**config.mk**
```make
export PLATFORM = sky130hd
export DESIGN_NAME = netin_cmd_port
export DESIGN_NICKNAME = d
export VERILOG_FILES = /design/src/rtl/nin_cmd_pkg.sv /design/src/rtl/nin_addr_dec.sv /design/src/rtl/nin_conn_fsm.sv /design/src/rtl/nin_cfg_regs.sv /design/src/rtl/netin_cmd_port.sv
export SDC_FILE = /design/constraint.sdc
export NUM_CORES = 1
export LEC_CHECK = 0
export BUFFER_PORTS_ARGS = -buffer_cell sky130_fd_sc_hd__buf_4
export CORE_UTILIZATION = 53
export DETAILED_ROUTE_END_ITERATION = 12
export MAX_ROUTING_LAYER = met4
export PLACE_DENSITY = 0.86
export SLEW_MARGIN = 20
export SYNTH_ARGS = -nofsm -noshare
export SYNTH_HDL_FRONTEND = slang
export SYNTH_HIERARCHICAL = 1
export SYNTH_SLANG_ARGS = --single-unit
export TNS_END_PERCENT = 20
```
**constraint.sdc**
```tcl
create_clock -name clk -period 5.6 [get_ports clk]
set_clock_uncertainty 0.1 [all_clocks]
set_input_delay 0.28 -clock clk [delete_from_list [all_inputs] [get_ports clk]]
set_output_delay 0.28 -clock clk [all_outputs]
set_load 0.005 [all_outputs]
```
**src/rtl/nin_cmd_pkg.sv**
```systemverilog
package nin_cmd_pkg;

    localparam int WORD_W = 32;
    localparam int OFS_W  = 3;
    localparam int FN_W   = 8;
    localparam int CODE_W = 3;

    localparam logic [FN_W-1:0] FN_DATAEND  = 8'd1;
    localparam logic [FN_W-1:0] FN_ENDNOW   = 8'd2;
    localparam logic [FN_W-1:0] FN_RESPOND  = 8'd3;
    localparam logic [FN_W-1:0] FN_RESPFIN  = 8'd4;
    localparam logic [FN_W-1:0] FN_ABORT    = 8'd5;

    localparam int CFG_DUMMY_LSB = 0;
    localparam int CFG_STAGE_LSB = 8;
    localparam int CFG_NODE_LSB  = 16;
    localparam int CFG_POLL_BIT  = 31;

    localparam int ST_BUSY  = 0;
    localparam int ST_WDATA = 1;
    localparam int ST_WCMD  = 2;
    localparam int ST_ERR   = 3;
    localparam int ST_DRAIN = 4;
    localparam int ST_FINAL = 5;

    typedef enum logic [1:0] {
        CS_IDLE,
        CS_AWAIT_CMD,
        CS_AWAIT_DATA,
        CS_DRAIN
    } conn_state_e;

    typedef enum logic {
        BS_IDLE,
        BS_DONE
    } bus_state_e;

    typedef enum logic [2:0] {
        RG_NONE,
        RG_OP,
        RG_CFG,
        RG_STATE,
        RG_ACK,
        RG_DATA
    } reg_sel_e;

endpackage

```
**src/rtl/nin_addr_dec.sv**
```systemverilog
module nin_addr_dec
    import nin_cmd_pkg::*;
#(
    parameter int              AW          = 22,
    parameter logic [AW-1:0]   MASTER_BASE = 22'h000080,
    parameter logic [AW-1:0]   SLAVE_BASE  = 22'h000088,
    parameter bit              IS_SLAVE    = 1'b0
) (
    input  logic [AW-1:0] addr,
    output reg_sel_e      sel
);

    localparam int REGION_W = AW - OFS_W;

    logic [REGION_W-1:0] region;

    generate
        if (IS_SLAVE) begin : g_slave_region
            assign region = SLAVE_BASE[AW-1:OFS_W];
        end else begin : g_master_region
            assign region = MASTER_BASE[AW-1:OFS_W];
        end
    endgenerate

    always_comb begin
        sel = RG_NONE;
        if (addr[AW-1:OFS_W] == region) begin
            case (addr[OFS_W-1:0])
                3'd0:    sel = RG_OP;
                3'd1:    sel = RG_CFG;
                3'd2:    sel = RG_STATE;
                3'd3:    sel = RG_ACK;
                3'd4:    sel = RG_DATA;
                default: sel = RG_NONE;
            endcase
        end
    end

endmodule

```
**src/rtl/nin_conn_fsm.sv**
```systemverilog
module nin_conn_fsm
    import nin_cmd_pkg::*;
(
    input  logic                clk,
    input  logic                rst_n,
    input  logic                op_we,
    input  logic [WORD_W-1:0]   op_word,
    input  logic                data_we,
    input  logic [WORD_W-1:0]   data_word,
    input  logic                conn_open,
    input  logic                ack_valid,
    output conn_state_e         state,
    output logic                final_q,
    output logic                err_q,
    output logic                cmd_valid,
    output logic [CODE_W-1:0]   cmd_code,
    output logic                dat_valid,
    output logic [WORD_W-1:0]   dat_word
);

    logic [FN_W-1:0] fn;
    logic            upper_zero;
    logic            fn_defined;
    logic            fn_legal;
    logic            op_take;
    logic            op_bad;
    logic            take_abort;
    conn_state_e     state_nxt;
    logic            final_nxt;

    assign fn         = op_word[FN_W-1:0];
    assign upper_zero = (op_word[WORD_W-1:FN_W] == '0);
    assign fn_defined = (fn >= FN_DATAEND) && (fn <= FN_ABORT);

    // Which well-formed functions the current state accepts
    always_comb begin
        fn_legal = 1'b0;
        if (fn == FN_ABORT) begin
            fn_legal = 1'b1;
        end else begin
            unique case (state)
                CS_IDLE:       fn_legal = 1'b0;
                CS_AWAIT_CMD:  fn_legal = (fn == FN_RESPOND) || (fn == FN_RESPFIN) ||
                                          (fn == FN_ENDNOW);
                CS_AWAIT_DATA: fn_legal = (fn == FN_DATAEND);
                CS_DRAIN:      fn_legal = 1'b0;
            endcase
        end
    end

    assign op_bad     = op_we && !(upper_zero && fn_defined);
    assign op_take    = op_we && upper_zero && fn_defined && fn_legal;
    assign take_abort = op_take && (fn == FN_ABORT);

    // Next-state logic: abort first, then per-state transitions
    always_comb begin
        state_nxt = state;
        final_nxt = final_q;
        if (take_abort) begin
            state_nxt = CS_IDLE;
            final_nxt = 1'b0;
        end else begin
            unique case (state)
                CS_IDLE: begin
                    if (conn_open) begin
                        state_nxt = CS_AWAIT_CMD;
                        final_nxt = 1'b0;
                    end
                end
                CS_AWAIT_CMD: begin
                    if (op_take) begin
                        if (fn == FN_RESPOND) begin
                            state_nxt = CS_AWAIT_DATA;
                            final_nxt = 1'b0;
                        end else if (fn == FN_RESPFIN) begin
                            state_nxt = CS_AWAIT_DATA;
                            final_nxt = 1'b1;
                        end else begin
                            state_nxt = CS_IDLE;
                            final_nxt = 1'b0;
                        end
                    end
                end
                CS_AWAIT_DATA: begin
                    if (op_take) begin
                        state_nxt = CS_DRAIN;
                    end
                end
                CS_DRAIN: begin
                    if (ack_valid) begin
                        state_nxt = final_q ? CS_IDLE : CS_AWAIT_CMD;
                        if (final_q) begin
                            final_nxt = 1'b0;
                        end
                    end
                end
            endcase
        end
    end

    // State register
    always_ff @(posedge clk) begin
        if (!rst_n) begin
            state   <= CS_IDLE;
            final_q <= 1'b0;
            err_q   <= 1'b0;
        end else begin
            state   <= state_nxt;
            final_q <= final_nxt;
            if (op_bad) begin
                err_q <= 1'b1;
            end else if (take_abort) begin
                err_q <= 1'b0;
            end
        end
    end

    // Output pulses to the transaction engine
    always_ff @(posedge clk) begin
        if (!rst_n) begin
            cmd_valid <= 1'b0;
            cmd_code  <= '0;
            dat_valid <= 1'b0;
            dat_word  <= '0;
        end else begin
            cmd_valid <= op_take;
            if (op_take) begin
                cmd_code <= fn[CODE_W-1:0];
            end
            dat_valid <= data_we && (state == CS_AWAIT_DATA);
            if (data_we && (state == CS_AWAIT_DATA)) begin
                dat_word <= data_word;
            end
        end
    end

    // the error only ever rises on a command write
    a_r3_err_needs_write: assert property (@(posedge clk) disable iff (!rst_n)
        $rose(err_q) |-> $past(op_we));

    // forwarded codes are always in the defined range
    a_r4_code_range: assert property (@(posedge clk) disable iff (!rst_n)
        cmd_valid |-> (cmd_code >= 3'd1 && cmd_code <= 3'd5));

    // open from idle without a competing write reaches AWAIT_CMD
    a_r5_open_idle: assert property (@(posedge clk) disable iff (!rst_n)
        (state == CS_IDLE && conn_open && !op_we) |=> state == CS_AWAIT_CMD);

    // a data pulse only follows a cycle spent in AWAIT_DATA
    a_r7_data_gated: assert property (@(posedge clk) disable iff (!rst_n)
        dat_valid |-> $past(state) == CS_AWAIT_DATA);

    // DRAIN holds until an acknowledge or a command write
    a_r8_drain_hold: assert property (@(posedge clk) disable iff (!rst_n)
        (state == CS_DRAIN && !ack_valid && !op_we) |=> state == CS_DRAIN);

    // abort lands in idle with the error cleared
    a_r9_abort_idle: assert property (@(posedge clk) disable iff (!rst_n)
        (op_we && op_word == 32'd5) |=> (state == CS_IDLE && !err_q && !final_q));

endmodule

```
**src/rtl/nin_cfg_regs.sv**
```systemverilog
module nin_cfg_regs
    import nin_cmd_pkg::*;
#(
    parameter int DUMMY_W = 6,
    parameter int STAGE_W = 4,
    parameter int NODE_W  = 12
) (
    input  logic                clk,
    input  logic                rst_n,
    input  logic                cfg_we,
    input  logic [DUMMY_W-1:0]  wr_dummy,
    input  logic [STAGE_W-1:0]  wr_stages,
    input  logic [NODE_W-1:0]   wr_node,
    input  logic                wr_polled,
    input  logic                ack_valid,
    input  logic                ack_ok,
    output logic [DUMMY_W-1:0]  cfg_dummy,
    output logic [STAGE_W-1:0]  cfg_stages,
    output logic [NODE_W-1:0]   cfg_node,
    output logic                cfg_polled,
    output logic [WORD_W-1:0]   cfg_word,
    output logic                ack_q
);

    always_ff @(posedge clk) begin
        if (!rst_n) begin
            cfg_dummy  <= '0;
            cfg_stages <= '0;
            cfg_node   <= '0;
            cfg_polled <= 1'b0;
        end else if (cfg_we) begin
            cfg_dummy  <= wr_dummy;
            cfg_stages <= wr_stages;
            cfg_node   <= wr_node;
            cfg_polled <= wr_polled;
        end
    end

    always_ff @(posedge clk) begin
        if (!rst_n) begin
            ack_q <= 1'b0;
        end else if (ack_valid) begin
            ack_q <= ack_ok;
        end
    end

    always_comb begin
        cfg_word = '0;
        cfg_word[CFG_DUMMY_LSB +: DUMMY_W] = cfg_dummy;
        cfg_word[CFG_STAGE_LSB +: STAGE_W] = cfg_stages;
        cfg_word[CFG_NODE_LSB  +: NODE_W]  = cfg_node;
        cfg_word[CFG_POLL_BIT]             = cfg_polled;
    end

    // configuration moves only on a whole-word write
    a_r11_cfg_hold: assert property (@(posedge clk) disable iff (!rst_n)
        !cfg_we |=> $stable(cfg_word));

    // acknowledge bit moves only on an engine acknowledge
    a_r12_ack_hold: assert property (@(posedge clk) disable iff (!rst_n)
        !ack_valid |=> $stable(ack_q));

endmodule

```
**src/rtl/netin_cmd_port.sv**
```systemverilog
module netin_cmd_port
    import nin_cmd_pkg::*;
#(
    parameter int             AW          = 22,
    parameter logic [AW-1:0]  MASTER_BASE = 22'h000080,
    parameter logic [AW-1:0]  SLAVE_BASE  = 22'h000088,
    parameter bit             IS_SLAVE    = 1'b0,
    parameter int             DUMMY_W     = 6,
    parameter int             STAGE_W     = 4,
    parameter int             NODE_W      = 12
) (
    input  logic                clk,
    input  logic                rst_n,
    input  logic                bus_sel,
    input  logic                bus_we,
    input  logic [AW-1:0]       bus_addr,
    input  logic [31:0]         bus_wdata,
    output logic [31:0]         bus_rdata,
    output logic                bus_ready,
    input  logic                conn_open,
    input  logic                ack_valid,
    input  logic                ack_ok,
    input  logic [31:0]         rx_word,
    output logic                rx_pop,
    output logic                cmd_valid,
    output logic [2:0]          cmd_code,
    output logic                dat_valid,
    output logic [31:0]         dat_word,
    output logic [DUMMY_W-1:0]  cfg_dummy,
    output logic [STAGE_W-1:0]  cfg_stages,
    output logic [NODE_W-1:0]   cfg_node,
    output logic                cfg_polled,
    output logic                err_irq
);

    bus_state_e          bstate;
    bus_state_e          bstate_nxt;
    reg_sel_e            rsel;
    logic                acc;
    conn_state_e         cstate;
    logic                final_q;
    logic                err_q;
    logic                ack_q;
    logic [WORD_W-1:0]   cfg_word;
    logic [WORD_W-1:0]   state_word;
    logic [WORD_W-1:0]   rd_mux;

    nin_addr_dec #(
        .AW          (AW),
        .MASTER_BASE (MASTER_BASE),
        .SLAVE_BASE  (SLAVE_BASE),
        .IS_SLAVE    (IS_SLAVE)
    ) u_dec (
        .addr (bus_addr),
        .sel  (rsel)
    );

    // Bus handshake machine
    assign acc = bus_sel && (bstate == BS_IDLE);

    always_comb begin
        bstate_nxt = bstate;
        unique case (bstate)
            BS_IDLE: if (bus_sel) bstate_nxt = BS_DONE;
            BS_DONE: bstate_nxt = BS_IDLE;
        endcase
    end

    always_ff @(posedge clk) begin
        if (!rst_n) begin
            bstate <= BS_IDLE;
        end else begin
            bstate <= bstate_nxt;
        end
    end

    assign bus_ready = (bstate == BS_DONE);

    nin_conn_fsm u_conn (
        .clk       (clk),
        .rst_n     (rst_n),
        .op_we     (acc && bus_we && (rsel == RG_OP)),
        .op_word   (bus_wdata),
        .data_we   (acc && bus_we && (rsel == RG_DATA)),
        .data_word (bus_wdata),
        .conn_open (conn_open),
        .ack_valid (ack_valid),
        .state     (cstate),
        .final_q   (final_q),
        .err_q     (err_q),
        .cmd_valid (cmd_valid),
        .cmd_code  (cmd_code),
        .dat_valid (dat_valid),
        .dat_word  (dat_word)
    );

    nin_cfg_regs #(
        .DUMMY_W (DUMMY_W),
        .STAGE_W (STAGE_W),
        .NODE_W  (NODE_W)
    ) u_cfg (
        .clk        (clk),
        .rst_n      (rst_n),
        .cfg_we     (acc && bus_we && (rsel == RG_CFG)),
        .wr_dummy   (bus_wdata[CFG_DUMMY_LSB +: DUMMY_W]),
        .wr_stages  (bus_wdata[CFG_STAGE_LSB +: STAGE_W]),
        .wr_node    (bus_wdata[CFG_NODE_LSB +: NODE_W]),
        .wr_polled  (bus_wdata[CFG_POLL_BIT]),
        .ack_valid  (ack_valid),
        .ack_ok     (ack_ok),
        .cfg_dummy  (cfg_dummy),
        .cfg_stages (cfg_stages),
        .cfg_node   (cfg_node),
        .cfg_polled (cfg_polled),
        .cfg_word   (cfg_word),
        .ack_q      (ack_q)
    );

    assign err_irq = err_q;

    always_comb begin
        state_word           = '0;
        state_word[ST_BUSY]  = (cstate != CS_IDLE);
        state_word[ST_WDATA] = (cstate == CS_AWAIT_DATA);
        state_word[ST_WCMD]  = (cstate == CS_AWAIT_CMD);
        state_word[ST_ERR]   = err_q;
        state_word[ST_DRAIN] = (cstate == CS_DRAIN);
        state_word[ST_FINAL] = final_q;
    end

    always_comb begin
        rd_mux = '0;
        case (rsel)
            RG_CFG:   rd_mux = cfg_word;
            RG_STATE: rd_mux = state_word;
            RG_ACK:   rd_mux = {{(WORD_W-1){1'b0}}, ack_q};
            RG_DATA:  rd_mux = rx_word;
            default:  rd_mux = '0;
        endcase
    end

    always_ff @(posedge clk) begin
        if (!rst_n) begin
            bus_rdata <= '0;
            rx_pop    <= 1'b0;
        end else begin
            rx_pop <= acc && !bus_we && (rsel == RG_DATA);
            if (acc) begin
                bus_rdata <= bus_we ? '0 : rd_mux;
            end
        end
    end

    // ready is a single-cycle pulse
    a_r2_ready_pulse: assert property (@(posedge clk) disable iff (!rst_n)
        bus_ready |=> !bus_ready);

    // ready only answers a request
    a_r2_ready_cause: assert property (@(posedge clk) disable iff (!rst_n)
        $rose(bus_ready) |-> $past(bus_sel));

    // commands leave together with the access completion
    a_r4_cmd_with_ready: assert property (@(posedge clk) disable iff (!rst_n)
        cmd_valid |-> bus_ready);

    // a pop only completes a read
    a_r14_pop_with_ready: assert property (@(posedge clk) disable iff (!rst_n)
        rx_pop |-> bus_ready);

endmodule

```
# After elaboration in Yosys (flattened, before gate mapping)
# Index checks and enable logic that the tools add are counted.
[classes]
add_sub_neg = 0
multipliers = 0
n_div = 0
magnitude_cmp = 2
eq_ne = 22
n_shift = 0
n_mux = 24
n_bitwise = 2
n_reduce_logical = 29
[op_table]
columns = ["cell", "count"]
rows = [
  ["32-bit case mux with 4 select lines", 1],
  ["32-bit two-way mux", 1],
  ["24-bit logical NOT", 1],
  ["19-bit by 5-bit equality test with 1-bit output, second input constant", 1],
  ["8-bit by 2-bit equality test with 1-bit output, second input constant", 2],
  ["8-bit by 3-bit equality test with 1-bit output, second input constant", 2],
  ["1-bit logical AND", 15],
  ["3-bit case mux with 5 select lines", 1],
  ["3-bit by 2-bit equality test with 1-bit output, second input constant", 4],
  ["2-bit two-way mux", 6],
  ["1-bit two-way mux", 10],
  ["3-bit equality test, second input constant", 3],
  ["8-bit by 1-bit equality test with 1-bit output, second input constant", 1],
  ["8-bit by 1-bit greater-or-equal comparator with 1-bit output, second input constant", 1],
  ["8-bit by 3-bit less-or-equal comparator with 1-bit output, second input constant", 1],
  ["2-bit case mux with 4 select lines", 1],
  ["4-bit AND reduction", 2],
  ["3-bit by 1-bit equality test with 1-bit output, second input constant", 2],
  ["1-bit case mux with 3 select lines", 2],
  ["2-bit equality test, second input constant", 2],
  ["2-bit by 1-bit inequality test with 1-bit output, second input constant", 2],
  ["2-bit inequality test, second input constant", 2],
  ["2-bit nonzero test", 2],
  ["2-bit OR reduction", 2],
  ["9 further kinds", 12],
]
[totals]
regBits = 99
latch_bits = 0
ramBits = 0
romBits = 0
inputBits = 93
out_inout_bits = 95
word_cells = 94
n_memories = 0

# Longest topological paths before layout
[depth]
depth_word = 11
mapped_depth = 12

# Modules after synthesis
# The synthesis kept the hierarchy.
[modules_own_cells]
columns = ["mod", "instances", "cells_per_inst", "area_per_inst_um2", "seq_area_each_um2"]
rows = [
  ["nin_conn_fsm", 1, 217, 1793.0, 820.8],
  ["netin_cmd_port", 1, 150, 1622.8, 680.7],
  ["nin_cfg_regs", 1, 110, 1173.6, 480.5],
  ["nin_addr_dec", 1, 14, 126.4, 0.0],
]

# Least setup slack after synthesis
# OpenSTA, ideal clock, no wires.
[synth_path]
path_type = "input-to-reg"
from = "input bus_addr[4]"
to = "register u_conn.final_q"
setup_ps = 137
arrival_time_ps = 2704
required_ps = 5363
slack_ps = 2659
stages = 10
n_path_buf = 1
cell_sequence = "nor4_2 nand3_2 a2111oi_2 buf_2 nor4b_1 and2b_2 and2_1 nand3_1 o41ai_2 a31oi_1"
[synth_via]
elab_chain_len = 9
[synth_lines]
columns = ["element", "line", "text"]
rows = [
  ["start: declaration", "netin_cmd_port.sv:16", "input logic [AW-1:0] bus_addr,"],
  ["19-bit by 5-bit equality test with 1-bit output *", "nin_addr_dec.sv:27", "if (addr[AW-1:OFS_W] == region) begin"],
  ["3-bit two-way mux *", "nin_addr_dec.sv:27", ""],
  ["via rsel[0]", "netin_cmd_port.sv:38", "reg_sel_e rsel;"],
  ["3-bit by 1-bit equality test with 1-bit output *", "netin_cmd_port.sv:82", ".op_we (acc && bus_we && (rsel == RG_OP)),"],
  ["1-bit logical AND *", "netin_cmd_port.sv:82", ""],
  ["1-bit logical AND * (3 in series)", "nin_conn_fsm.sv:52", "assign op_take = op_we && upper_zero && fn_defined && fn_legal;"],
  ["2-bit by 1-bit inequality test with 1-bit output (no source line) or 1-bit logical AND (tied branches)", "n/a", ""],
  ["4-bit AND reduction (no source line) or 2-bit OR reduction (tied branches)", "n/a", ""],
  ["end signal: assignment", "nin_conn_fsm.sv:109", "final_q <= final_nxt;"],
  ["end: declaration", "nin_conn_fsm.sv:13", "output logic final_q,"],
]
# The timed path passes the listed nets; every way through them passes the cells marked *.
# A chain may end at the register's enable or synchronous reset.

==> results by stage <==
Global routing:
- For this run the aggregate overflow at the end of global routing stands at 0.
- The global-route total usage across every layer is 27.1%.
- Entering global routing, the biggest net connects 39 pins.
- The via count of the first global-routing pass came to 3742.
- The first-pass GRT wire length is 18.7 mm.
- The initial antenna violation count is 0.

Timing:
- The final number of hold-violating endpoints was 0.
- The share of the clock period used by the worst path after layout is about half.
- The number of pins with negative max-slew slack in the final report is 0.
- The post-route minimum period is about 2900 ps.
- Setup repair after global routing left no endpoint under its margin.
- Setup violations remaining at the end of the flow were counted as 0.
- The timing-limited maximum frequency is 349 MHz.
- The max-slew headroom at the worst pin is 54.3%.
- At the pin with the least slew margin, the transition time is 684 ps.
- In the final timing run, aggregate negative setup slack is 0 ps.

Power:
- The internal power of the cells totals 0.000942 W.
- VDD sags by at most 0.000141 V.
- The net switching power is 0.000317 W.
- Summing internal, switching and leakage power gives between 0.001 and 0.0015 W.
- Per report_power, the clock group accounts for 35.3% of the total.
- Summed over all cells, the static leakage comes to 2.30 nW.
- Dividing total power by cell area gives a power density of 207 mW/mm^2.
- Net switching is 25.2% of the power.
- The share of total power in sequential cells is 56.2%.
- In this run, the combinational gates consume approximately 8.5% of the power.

Detailed routing:
- The detail route stage leaves a number of antenna-violating nets equal to 0.
- In the routed layout, each cell is associated on average with a via count of 5.52.
- The final wirelength is 12.6 mm.
- The wire length per cell is 16.7 um.
- The first-pass detailed-route iteration total is 5.
- The routed layout has 4159 vias.
- The detailed router finished its first iteration with 162 violations.
- The DRC violation count after routing is 0.

Final layout:
- The layout has 689 filler cells.
- The share of cells above drive strength 1 is 39.1%.
- From synthesis to final layout, the design area changed by 29.1%.
- The number of diodes added for antenna fixing is 0.
- After the last flow step, the layout net total stands at 733.

CTS:
- The clock network latency to the later pin of the worst-skew pair is 360 ps.
- The clock tree buffer depth is 2.
- The tree is rooted in a sky130_fd_sc_hd__clkbuf_8.
- The number of gates resized after CTS was 0.
- The clock-pin slew reported for the worst setup and hold paths after clock tree synthesis is 100 ps.
- The number of setup buffers added after CTS is 0.
- After clock tree synthesis, the flow added hold-fix buffers numbering 0.
- For this design, the sink count on the clock tree is around 100.
- The H-tree generated during clock tree synthesis spans 3 levels.
- The number of buffers inserted during clock tree synthesis is 9.
- TritonCTS built the clock tree.

Flow run:
- The tool flagged a number of max-cap violations equal to 0.

Setup path:
- The most critical setup path has its startpoint at bus_addr[4].
- Counting cells, the worst reg-to-reg path comes to 8.
- The capturing element type of the critical path is a register.
- The endpoint required time on the critical path is 5740 ps.
- The largest fanout on the critical path is 12.
- The worst-case register-to-register setup slack is 3000 ps.
- The signal arrival time at the worst endpoint is 3010 ps.
- The worst register-to-register path begins at bus_ready.
- The startpoint type of the worst setup path is a primary input.
- The worst setup path category is primary input to register.

Floorplan:
- The die covers 0.00928 mm^2.
- In this run the vertical extent of the chip is just under 100 um.
- For this configuration, the core starts out at a cell density of a little over half.
- The I/O pin count is 188.
- The floorplan step set the die width to 96.3 um.
- The core region is 0.00868 mm^2.
- Row generation in the floorplan step produced 34 rows.

Synth:
- The most used flip-flop cell after synthesis is sky130_fd_sc_hd__dfxtp_1.
- The yosys synthesis warning count is 6.
- The count of different cell masters after synthesis is 65.
- For this run, asynchronously set or reset flops after synthesis account for 0%.
- The count of flip-flops with a built-in enable after synthesis is 0.
- The synthesized design devotes to its leading area cell type 42.0% of total area.
- A synthesized cell averages 9.60 um^2.
- Synthesis produced a netlist whose cell count is roughly 500.
- Summing every instance area after synthesis gives approximately 0.0047 mm^2.
- The cell accounting for the most synthesized area is sky130_fd_sc_hd__dfxtp_1.
- The share of the Yosys chip area taken by registers is between 40 and 50%.
- Synthesis inferred just under 100 register bits.
- By area the synthesized netlist is led by sky130_fd_sc_hd__dfxtp_1 (42%), sky130_fd_sc_hd__nand2_1 (6.4%), sky130_fd_sc_hd__mux2i_1 (5.7%).
- The most frequently used cell type in the post-synthesis netlist is sky130_fd_sc_hd__dfxtp_1.
- By count the netlist is led by sky130_fd_sc_hd__dfxtp_1 (99), sky130_fd_sc_hd__nand2_1 (80), sky130_fd_sc_hd__a21oi_1 (37).

Place:
- The count of port buffers added during placement is 187.
- The detailed placer's ending HPWL is slightly above 9 mm.
- The placer congestion estimate is about 0.86.

Status:
- The flow ran to the end, and the final reports show no timing, DRC or antenna violations.

Worst hold path:
- The min-delay analysis places its worst path in the category primary input to register.
kinds of logic after synthesis:
logic type	count (synthesis)	synth area share [%]
xor+xnor	2	0.531
buf+inv	66	9.66
mux	27	5.73
simple gates	175	22.5
other cells	1	0.0795
flops	99	42.0
compound gates	121	19.4
through the flow:
step	cells	util, %	cell area, um^2	setup WS [ps]	hold slack (ps)
3_5_place_dp	737	67.8	5890	2000	349
3_3_place_gp	737	67.8	5890	2130	343
6_report	753	70.2	6090	2730	72.7
4_1_cts	753	70.1	6080	2400	67.6
2_1_floorplan	499	-	4750	2660	308
5_1_grt	753	70.2	6090	2460	69.7
flip-flops by register name (all words and copies together) (netlist names), named ones only:
signal / count
u_cfg/ack_q: 1
u_cfg/cfg_dummy: 6
u_conn/final_q: 1
u_conn/err_q: 1
bus_rdata: 32
u_cfg/cfg_polled: 1
u_cfg/cfg_node: 12
u_conn/dat_valid: 1
rx_pop: 1
u_cfg/cfg_stages: 4
u_conn/state: 1
u_conn/dat_word: 32
u_conn/cmd_code: 3
u_conn/cmd_valid: 1
bus_ready: 1
power groups by stage:
stage                     Clock, W  Combinational [W]  Sequential, W
after floorplan                  0          0.0000362       0.000723
after global placement           0           0.000103       0.000723
after detailed placement         0           0.000105       0.000723
after CTS                 0.000453           0.000106       0.000707
after global routing      0.000482           0.000114       0.000708
final                     0.000445           0.000107       0.000707
metal layers:
metal	track usage, %	part of all wire (%)	routed length, um
met1	36.2	43	5430
met2	41.5	48	6040
met3	4.11	6.7	847
met4	9.93	2.0	246
met5	-	0	0
critical path, cell delays in order:
cell and delay (ps):
sky130_fd_sc_hd__buf_4 110, sky130_fd_sc_hd__nor4_2 280, sky130_fd_sc_hd__nand3_2 140, sky130_fd_sc_hd__a2111oi_2 370, sky130_fd_sc_hd__buf_4 250, sky130_fd_sc_hd__nor4b_1 480
sky130_fd_sc_hd__and2b_2 240, sky130_fd_sc_hd__and2_1 170, sky130_fd_sc_hd__nand3_1 120, sky130_fd_sc_hd__o41ai_2 470, sky130_fd_sc_hd__a21oi_1 80
final cells by class:
| class | count | area, um^2 | area share [%] |
|---|---|---|---|
| Clock inverter | 6 | 57.6 | 0.945 |
| Clock buffer | 10 | 138 | 2.26 |
| Tap cell | 108 | 135 | 2.22 |
| Inverter | 3 | 11.3 | 0.185 |
| Sequential cell | 99 | 1980 | 32.5 |
| Timing Repair Buffer | 193 | 1450 | 23.8 |
| Multi-Input combinational cell | 334 | 2320 | 38.1 |
worst min-delay path by stage:
stage                  startpoint                   to  cells past startpoint
6_report            bus_wdata[15]  u_conn/dat_word[15]                      3
5_1_grt             bus_wdata[19]  u_conn/dat_word[19]                      3
4_1_cts             bus_wdata[13]  u_conn/dat_word[13]                      3
3_5_place_dp   u_conn/dat_word[6]   u_conn/dat_word[6]                      2
3_3_place_gp   u_conn/dat_word[9]   u_conn/dat_word[9]                      2
2_1_floorplan               rst_n          u_cfg/ack_q                      1
cell usage in the layout (no fill, tap or decap), drive strengths merged, types with 3 or more instances in the layout:
master,n
and3,3
inv,5
nand2b,3
nand4,4
o2bb2ai,28
nor4,11
nand3b,3
and3b,4
a22oi,29
o21ai,9
buf,193
a21oi,37
or2b,3
nand3,7
nor2,11
conb,9
and2,3
nand2,81
nor2b,30
dfxtp,99
clkbuf,10
a221oi,3
mux2i,27
No activity file was read; power rests on OpenSTA's default activity.
